==> src/rtl/burst_seq_pkg.sv <==
// Package: shared types of the burst address sequencer.
// Assumes: one command per clock is decoded from the strobes and advance.
package burst_seq_pkg;

    // Command decoded for one clock edge
    typedef enum logic [1:0] {
        CMD_HOLD  = 2'd0,
        CMD_LOAD  = 2'd1,
        CMD_DESEL = 2'd2,
        CMD_STEP  = 2'd3
    } seq_cmd_e;

    // Burst order; the strap pad is pulled to ORD_INTLV
    typedef enum logic {
        ORD_LINEAR = 1'b0,
        ORD_INTLV  = 1'b1
    } burst_order_e;

endpackage

==> src/rtl/burst_ctl.sv <==
// Module: burst_ctl
// Decodes strobes, chip enable and advance into one command per edge
// and keeps the selected flag.
// Assumes: processor strobe outranks controller strobe; the processor
// strobe is void while chip enable is low.
module burst_ctl
    import burst_seq_pkg::*;
(
    input  logic     clk,
    input  logic     rst_n,
    input  logic     strb_proc,
    input  logic     strb_ctrl,
    input  logic     adv,
    input  logic     ce,
    output seq_cmd_e cmd,
    output logic     valid_q
);

    logic proc_hit;
    logic ctrl_hit;

    assign proc_hit = strb_proc & ce;
    assign ctrl_hit = strb_ctrl;

    // Priority decode of the command for this edge
    always_comb begin
        if (proc_hit) begin
            cmd = CMD_LOAD;
        end else if (ctrl_hit) begin
            cmd = ce ? CMD_LOAD : CMD_DESEL;
        end else if (adv && valid_q) begin
            cmd = CMD_STEP;
        end else begin
            cmd = CMD_HOLD;
        end
    end

    // Selected flag: set on a load, cleared on a deselect
    always_ff @(posedge clk) begin
        if (!rst_n) begin
            valid_q <= 1'b0;
        end else if (cmd == CMD_LOAD) begin
            valid_q <= 1'b1;
        end else if (cmd == CMD_DESEL) begin
            valid_q <= 1'b0;
        end
    end

    AST_PROC_SELECTS: assert property (@(posedge clk) disable iff (!rst_n)
        (strb_proc && ce) |=> valid_q);

    AST_CTRL_DESELECTS: assert property (@(posedge clk) disable iff (!rst_n)
        (strb_ctrl && !ce) |=> !valid_q);

    AST_NO_STEP_UNSELECTED: assert property (@(posedge clk) disable iff (!rst_n)
        (!valid_q && !strb_proc && !strb_ctrl) |=> !valid_q);

endmodule

==> src/rtl/burst_cnt.sv <==
// Module: burst_cnt
// Burst step counter and captured burst order.
// Assumes: a load clears the count and latches the order strap;
// a step wraps modulo 2**CNT_W.
module burst_cnt
    import burst_seq_pkg::*;
#(
    parameter int CNT_W = 2
) (
    input  logic               clk,
    input  logic               rst_n,
    input  seq_cmd_e           cmd,
    input  logic               order_sel,
    output logic [CNT_W-1:0]   cnt_q,
    output burst_order_e       order_q
);

    localparam logic [CNT_W-1:0] CNT_ONE = CNT_W'(1);

    // Count register: clear on load, advance on step
    always_ff @(posedge clk) begin
        if (!rst_n) begin
            cnt_q <= '0;
        end else if (cmd == CMD_LOAD) begin
            cnt_q <= '0;
        end else if (cmd == CMD_STEP) begin
            cnt_q <= cnt_q + CNT_ONE;
        end
    end

    // Order register: strap captured at burst start only
    always_ff @(posedge clk) begin
        if (!rst_n) begin
            order_q <= ORD_INTLV;
        end else if (cmd == CMD_LOAD) begin
            order_q <= burst_order_e'(order_sel);
        end
    end

    AST_LOAD_RESTARTS: assert property (@(posedge clk) disable iff (!rst_n)
        (cmd == CMD_LOAD) |=> (cnt_q == '0));

    AST_ORDER_KEPT: assert property (@(posedge clk) disable iff (!rst_n)
        (cmd != CMD_LOAD) |=> $stable(order_q));

endmodule

==> src/rtl/burst_map.sv <==
// Module: burst_map
// Maps start bits and step count to the low address bits.
// Assumes: purely combinational; linear adds, interleaved XORs.
module burst_map
    import burst_seq_pkg::*;
#(
    parameter int CNT_W = 2
) (
    input  logic [CNT_W-1:0] start_lo,
    input  logic [CNT_W-1:0] cnt,
    input  burst_order_e     order,
    output logic [CNT_W-1:0] addr_lo
);

    logic [CNT_W-1:0] lin_lo;
    logic [CNT_W-1:0] ilv_lo;

    assign lin_lo = start_lo + cnt;

    // Interleaved bits: one XOR per address bit
    for (genvar i = 0; i < CNT_W; i++) begin : g_ilv
        assign ilv_lo[i] = start_lo[i] ^ cnt[i];
    end

    // Select the order captured for this burst
    always_comb begin
        addr_lo = (order == ORD_LINEAR) ? lin_lo : ilv_lo;
    end

endmodule

==> src/rtl/burst_addr_seq.sv <==
// Module: burst_addr_seq (top)
// Registers the external address on a load and presents the current
// burst address to the array, with a selected flag.
// Assumes: upper bits are fixed for a burst; only CNT_W low bits move.
module burst_addr_seq
    import burst_seq_pkg::*;
#(
    parameter int ADDR_W = 20,
    parameter int CNT_W  = 2
) (
    input  logic              clk,
    input  logic              rst_n,
    input  logic [ADDR_W-1:0] ext_addr,
    input  logic              strb_proc,
    input  logic              strb_ctrl,
    input  logic              adv,
    input  logic              ce,
    input  logic              order_sel,
    output logic [ADDR_W-1:0] arr_addr,
    output logic              sel_valid
);

    localparam int HI_W = ADDR_W - CNT_W;

    seq_cmd_e         cmd;
    logic             valid_q;
    logic [ADDR_W-1:0] base_q;
    logic [CNT_W-1:0] cnt_q;
    burst_order_e     order_q;
    logic [CNT_W-1:0] addr_lo;

    burst_ctl u_ctl (
        .clk       (clk),
        .rst_n     (rst_n),
        .strb_proc (strb_proc),
        .strb_ctrl (strb_ctrl),
        .adv       (adv),
        .ce        (ce),
        .cmd       (cmd),
        .valid_q   (valid_q)
    );

    burst_cnt #(.CNT_W(CNT_W)) u_cnt (
        .clk       (clk),
        .rst_n     (rst_n),
        .cmd       (cmd),
        .order_sel (order_sel),
        .cnt_q     (cnt_q),
        .order_q   (order_q)
    );

    // Base address register: loaded from the external bus
    always_ff @(posedge clk) begin
        if (!rst_n) begin
            base_q <= '0;
        end else if (cmd == CMD_LOAD) begin
            base_q <= ext_addr;
        end
    end

    burst_map #(.CNT_W(CNT_W)) u_map (
        .start_lo (base_q[CNT_W-1:0]),
        .cnt      (cnt_q),
        .order    (order_q),
        .addr_lo  (addr_lo)
    );

    assign arr_addr  = {base_q[ADDR_W-1:CNT_W], addr_lo};
    assign sel_valid = valid_q;

    AST_LOAD_PRESENTS: assert property (@(posedge clk) disable iff (!rst_n)
        ((strb_proc || strb_ctrl) && ce) |=> (arr_addr == $past(ext_addr)));

    AST_HOLD_STABLE: assert property (@(posedge clk) disable iff (!rst_n)
        (!(strb_proc && ce) && !strb_ctrl && !adv)
        |=> ($stable(arr_addr) && $stable(sel_valid)));

    AST_UPPER_FIXED: assert property (@(posedge clk) disable iff (!rst_n)
        (!((strb_proc || strb_ctrl) && ce))
        |=> (arr_addr[ADDR_W-1:CNT_W] == $past(arr_addr[ADDR_W-1:CNT_W])));

    AST_DESEL_KEEPS_ADDR: assert property (@(posedge clk) disable iff (!rst_n)
        (strb_ctrl && !ce && !(strb_proc && ce)) |=> $stable(arr_addr));

    initial begin
        AST_WIDTHS_OK: assert (HI_W > 0);
    end

endmodule

==> config.mk <==
export PLATFORM = sky130hd
export DESIGN_NAME = burst_addr_seq
export DESIGN_NICKNAME = d
export VERILOG_FILES = /design/src/rtl/burst_seq_pkg.sv /design/src/rtl/burst_ctl.sv /design/src/rtl/burst_cnt.sv /design/src/rtl/burst_map.sv /design/src/rtl/burst_addr_seq.sv
export SDC_FILE = /design/constraint.sdc
export NUM_CORES = 1
export LEC_CHECK = 0
export BUFFER_PORTS_ARGS = -buffer_cell sky130_fd_sc_hd__buf_2
export CAP_MARGIN = 20
export CELL_PAD_IN_SITES_DETAIL_PLACEMENT = 0
export CELL_PAD_IN_SITES_GLOBAL_PLACEMENT = 2
export CORE_ASPECT_RATIO = 0.5
export CORE_MARGIN = 2
export CORE_UTILIZATION = 27
export DETAILED_ROUTE_END_ITERATION = 12
export GPL_TIMING_DRIVEN = 0
export MAX_ROUTING_LAYER = met4
export PLACE_DENSITY = 0.87
export SYNTH_ARGS = -nofsm -noshare
export SYNTH_HDL_FRONTEND = slang
export SYNTH_HIERARCHICAL = 1
export SYNTH_SLANG_ARGS = --single-unit
==> constraint.sdc <==
create_clock -name clk -period 1.74 [get_ports clk]
set_input_delay 0.087 -clock clk [delete_from_list [all_inputs] [get_ports clk]]
set_output_delay 0.087 -clock clk [all_outputs]
set_load 0.005 [all_outputs]
* Word-level counts from Yosys, hierarchy flattened
Index checks and enable logic that the tools add are counted.
** Storage, ports and cells
- Memories kept :: 0
- Input port bits :: 27
- Latch bits :: 0
- ROM bits :: 0
- Register bits after elaboration :: 24
- RAM bits :: 0
** Operators by class
- Reductions and logical operators :: 3
- Multiplexer cells :: 7
- Shifts and indexed selects :: 0
- Bitwise logic cells :: 4
- Divide/modulo/power cells :: 0
- $lt $le $gt $ge :: 0
- Add/subtract/negate cells :: 2
- Multipliers :: 0
- Equal/unequal tests :: 3
** Operators with widths (number)
- 2-bit 2-to-1 mux :: 5
- 2-bit == test (second input constant) :: 2
- 2-bit by 1-bit adder with 2-bit output (second input constant) :: 1
- 2-bit adder :: 1
- 2-bit by 1-bit == test with 1-bit output (second input constant) :: 1
- 1-bit 2-to-1 mux :: 2
- 2-bit nonzero test :: 1
- 2-bit OR reduction :: 1
- 1-bit bitwise XOR :: 2
- 1-bit AND :: 1
- 1-bit logical AND :: 1
- 1-bit NOT :: 1

* Logic depth before layout (Yosys ltp)
- Depth in word-level cells :: 7
- Gate-level depth with buffers :: 5
- Gate-level depth less buffers :: 5

* Hierarchy
Netlist, hierarchy kept.
** By module, submodules not included
- burst_addr_seq :: area an instance 962.2 µm², times used 1, cells an instance 105, sequential area each 400.4 µm²
- burst_cnt :: area an instance 137.6 µm², times used 1, cells an instance 14, sequential area each 60.1 µm²
- burst_ctl :: area an instance 90.1 µm², times used 1, cells an instance 11, sequential area each 20.0 µm²
- burst_map :: area an instance 36.3 µm², times used 1, cells an instance 4, sequential area each 0.0 µm²

* Worst setup path before layout
OpenSTA, ideal clock, no wires.
- Path kind :: register to register
- Start :: register u_ctl.valid_q
- End :: register base_q[0]
- Cell stages (with the launch flop) :: 6
- Slack :: 0.216 ns
- Data required time :: 1.668 ns
- Path buffers :: 1
- Arrival time :: 1.452 ns
- Setup time :: 0.072 ns
- Clock period less this slack :: 1.524 ns
- Cell sequence :: dfxtp_1 -> nand2_1 -> o21ai_0 -> nor2b_2 -> buf_6 -> mux2i_1
** On the way
- Longest elaborated chain between the ends :: 5
** RTL lines
- from (decl) :: RTL line burst_ctl.sv:16 : output logic valid_q
- from (signal assigned) :: RTL line burst_ctl.sv:41 : valid_q <= 1'b0;
- from (signal assigned) :: RTL line burst_ctl.sv:43 : valid_q <= 1'b1;
- from (signal assigned) :: RTL line burst_ctl.sv:45 : valid_q <= 1'b0;
- 1-bit logical AND :: RTL line burst_ctl.sv:31 : end else if (adv && valid_q) begin
- 2-bit 2-to-1 mux :: RTL line burst_ctl.sv:31
- 2-bit 2-to-1 mux :: RTL line burst_ctl.sv:29 : end else if (ctrl_hit) begin
- 2-bit 2-to-1 mux :: RTL line burst_ctl.sv:27 : if (proc_hit) begin
- named net cmd[0] :: RTL line burst_addr_seq.sv:25 : seq_cmd_e cmd;
- 2-bit by 1-bit == test with 1-bit output :: RTL line burst_addr_seq.sv:56 : end else if (cmd == CMD_LOAD) begin
- to (signal assigned) :: RTL line burst_addr_seq.sv:57 : base_q <= ext_addr;
- to (decl) :: RTL line burst_addr_seq.sv:27 : logic [ADDR_W-1:0] base_q;
The timed path passes the listed nets, and every way through them passes these cells.
A chain may end at the register's enable or synchronous reset.

* Final worst setup path
- Start :: register u_ctl.valid_q
- End :: register base_q[14]
Same word-level chain as after synthesis.

==> run_results.csv <==
group,metric,value,unit
synth,ys.flop_type,"dfxtp_1",
clock_tree,ctsResizeCount,1,
floorplan,rows,17,
setup_path,startpoint_type,"register",
synth,synth_area,0.00123,mm2
placed_design,dp.cells,238,
setup_path,cp-end-kind,"register",
power,pwr_density_cell,744,mW/mm2
power,power_switching,297,uW
power,combPwrFrac,20.0,%
clock_tree,clk_latency,0.27,ns
power,clockPowerShare,28.6,%
routing,drc,0,
sta,post-route-min-period,1.55,ns
placed_design,dpl_cell_area,0.00153,mm2
routing,dr.pass1.iters,4,
global_routing,antenna_found_initial,0,
synth,netlist.area_leader.share,39.2,%
sta,slew_viol_final,0,
synth,synth_top_cell_by_area,"dfxtp_1",
synth,yosysSeqAreaShare,39.2,%
global_routing,grt_pass1_wl,3890,um
clock_tree,cts_htree_levels,1,
synth,synth.avg_cell_area,9.15,um2
placed_design,dp_hpwl,1840,um
global_routing,grt_max_degree,13,
hold_path,min_path_type,"in -> reg",
routing,drt_iter0_markers,9,
placed_design,port_buffers,47,
sta,rsz0062_at_grt,"false",
setup_path,crit_family,"compound AO/OA/AOI/OAI gates",
clock_tree,cts-root-buf,"clkbuf_8",
clock_tree,cts_tree,"yes",
floorplan,core_area,0.00438,mm2
global_routing,grt.total_usage,10.1,%
synth,synth_most_common_cell,"nand2_1",
routing,routed_wl,2450,um
setup_path,worst_ep_required_time,1.94,ns
global_routing,grt_pass1_vias,878,
setup_path,worstSetupPathType,"reg -> reg",
placed_design,gp_congestion,0.676,
floorplan,boundaryPins,48,
routing,via_per_inst,4.10,
setup_path,cp.buffers_inverters,1,
routing,antenna_left,0,
synth,syn-num-nets,163,
synth,synth_seq_cells,24,
floorplan,die_width,99.3,um
synth,yosys_warnings,6,
sta,maxSlewHeadroom,70.9,%
setup_path,crit_arrival,1.74,ns
power,p_leak,0.770,nW
sta,timing.fmax,647,MHz
power,ir_worst_vdd,0.275,mV
routing,via_count,987,
final_layout,register_area,480,um2
floorplan,start_util,28.0,%
sta,period_share,88.8,%
power,swShare,25.4,%
sta,fin_skew,0.00357,ns
clock_tree,cts_made_buffers,3,
setup_path,crit_path_max_incr_delay,0.37,ns
global_routing,grt_remaining_overflow,0,
final_layout,fin_area,0.00157,mm2
setup_path,critPathMaxFanout,10,
clock_tree,postCtsSetupBuffers,0,
final_layout,fillCellCount,488,
run,drv_cap,0,
routing,wl_per_cell,10.2,um
status,status,"complete, no violations",
final_layout,diodes,0,
sta,setup-violations-final,0,
synth,synth-edff-count,0,
clock_tree,clock_path_buffers,2,
power,internal_power,873,uW
final_layout,final_cells,241,
final_layout,multi_input_area,539,um2
power,p_seq_share,51.4,%
setup_path,cp_cell_sequence,"nand2_1, o21ai_1, nor2b_2, buf_6, mux2i_1",
final_layout,final_nets,215,
clock_tree,clkSinkCount,24,
final_layout,area_growth,28.4,%
setup_path,cp_slowest_cell,"o21ai_1",
clock_tree,clk_pin_slew_worst_paths,0.09,ns
synth,synth_area_leaders,"dfxtp_1 (39%), mux2i_1 (18%), nand2_1 (13%), buf_4 (11%), buf_6 (5.5%)",
synth,synthArstFlopShare,0,%
sta,finalHoldViolCount,0,
synth,synthCells,134,
sta,hold_slack,0.0554,ns
power,finalPower,1.17,mW
sta,worstMarginPinSlew,0.433,ns
final_layout,layout-drive-gt1-share,42.4,%
synth,synth_common_cells,"nand2_1 (42), dfxtp_1 (24), mux2i_1 (22)",
floorplan,die_h,51.7,um
floorplan,dieArea,0.00513,mm2
synth,ys_types,19,
clock_tree,postCtsHoldBufs,0,
## path summary, 6_finish.rpt
path         slack (ns)  cells past startpoint    endpoint           from
max                0.19                      5  base_q[14]  u_ctl/valid_q
max reg2reg        0.19                      5  base_q[14]  u_ctl/valid_q
min                0.06                      3   base_q[4]    ext_addr[4]
min reg2reg        0.46                      2  base_q[15]     base_q[15]
## state kept, by name, summed over array words and instances (netlist names)
| register | cells |
|---|---|
| u_cnt/cnt_q | 2 |
| base_q | 20 |
| u_cnt/order_q | 1 |
| u_ctl/valid_q | 1 |
## stage by stage
| stage | setup TNS, ns | util (%) | worst slack, ns |
|---|---|---|---|
| after floorplan | 0 | - | 0.216 |
| after global placement | -0.360 | 35.0 | -0.0284 |
| after detailed placement | -0.0225 | 35.0 | -0.0173 |
| after CTS | 0 | 35.9 | 0.162 |
| after global routing | 0 | 35.9 | 0.0145 |
| final | 0 | 35.9 | 0.194 |
## cell type report
| class | instances | share of cell area, % |
|---|---|---|
| multi-input combinational | 85 | 34.3 |
| sequential | 24 | 30.5 |
| timing repair buffer | 47 | 14.9 |
| buffer | 24 | 12.9 |
| tap | 57 | 4.53 |
| clock buffer | 3 | 2.62 |
| inverter | 1 | 0.238 |
## routing by layer
metal  vias up  part of all wire (%)  track usage [%]
met5         -                     0                -
met4         0                   1.4             3.42
met3         5                   4.8             2.55
met2        22                    48             17.1
met1       440                    46             12.0
li1        520                     -                -
## power by group through the flow
stage               Sequential (mW)  Combinational [mW]  Clock [mW]
detailed placement            0.616               0.238           0
finish                        0.602               0.234       0.335
global route                  0.607               0.262       0.369
global placement              0.614               0.236           0
floorplan                     0.611               0.154           0
CTS                           0.603               0.239       0.353
## worst reg2reg max path: stages, from the launching register on
cell and delay (ns):
dfxtp_1 0.36, nand2_1 0.08, o21ai_1 0.37, nor2b_2 0.28, buf_6 0.19, mux2i_1 0.20
## cells in the final DEF, fill, tap and decap left out, drive strengths merged
cell type and instances:
ha 2, mux2i 22, xnor2 2, nand2 42, buf 71, nor3b 2
o21ai 6, nor2b 3, and2 2, o21a 1, clkbuf 3, nand3 1
a31o 1, dfxtp 24, inv 1, a21oi 1
## cell families after synthesis
| family | synth area share, % |
|---|---|
| multiplexers | 18.0 |
| AO/OA/AOI/OAI | 4.49 |
| flip-flops | 39.2 |
| AND/OR/NAND/NOR | 18.1 |
| buffers and inverters | 16.8 |
| adder cells (fa/ha/maj) | 2.04 |
| XOR/XNOR | 1.43 |
(Power assumes the default switching activity.)
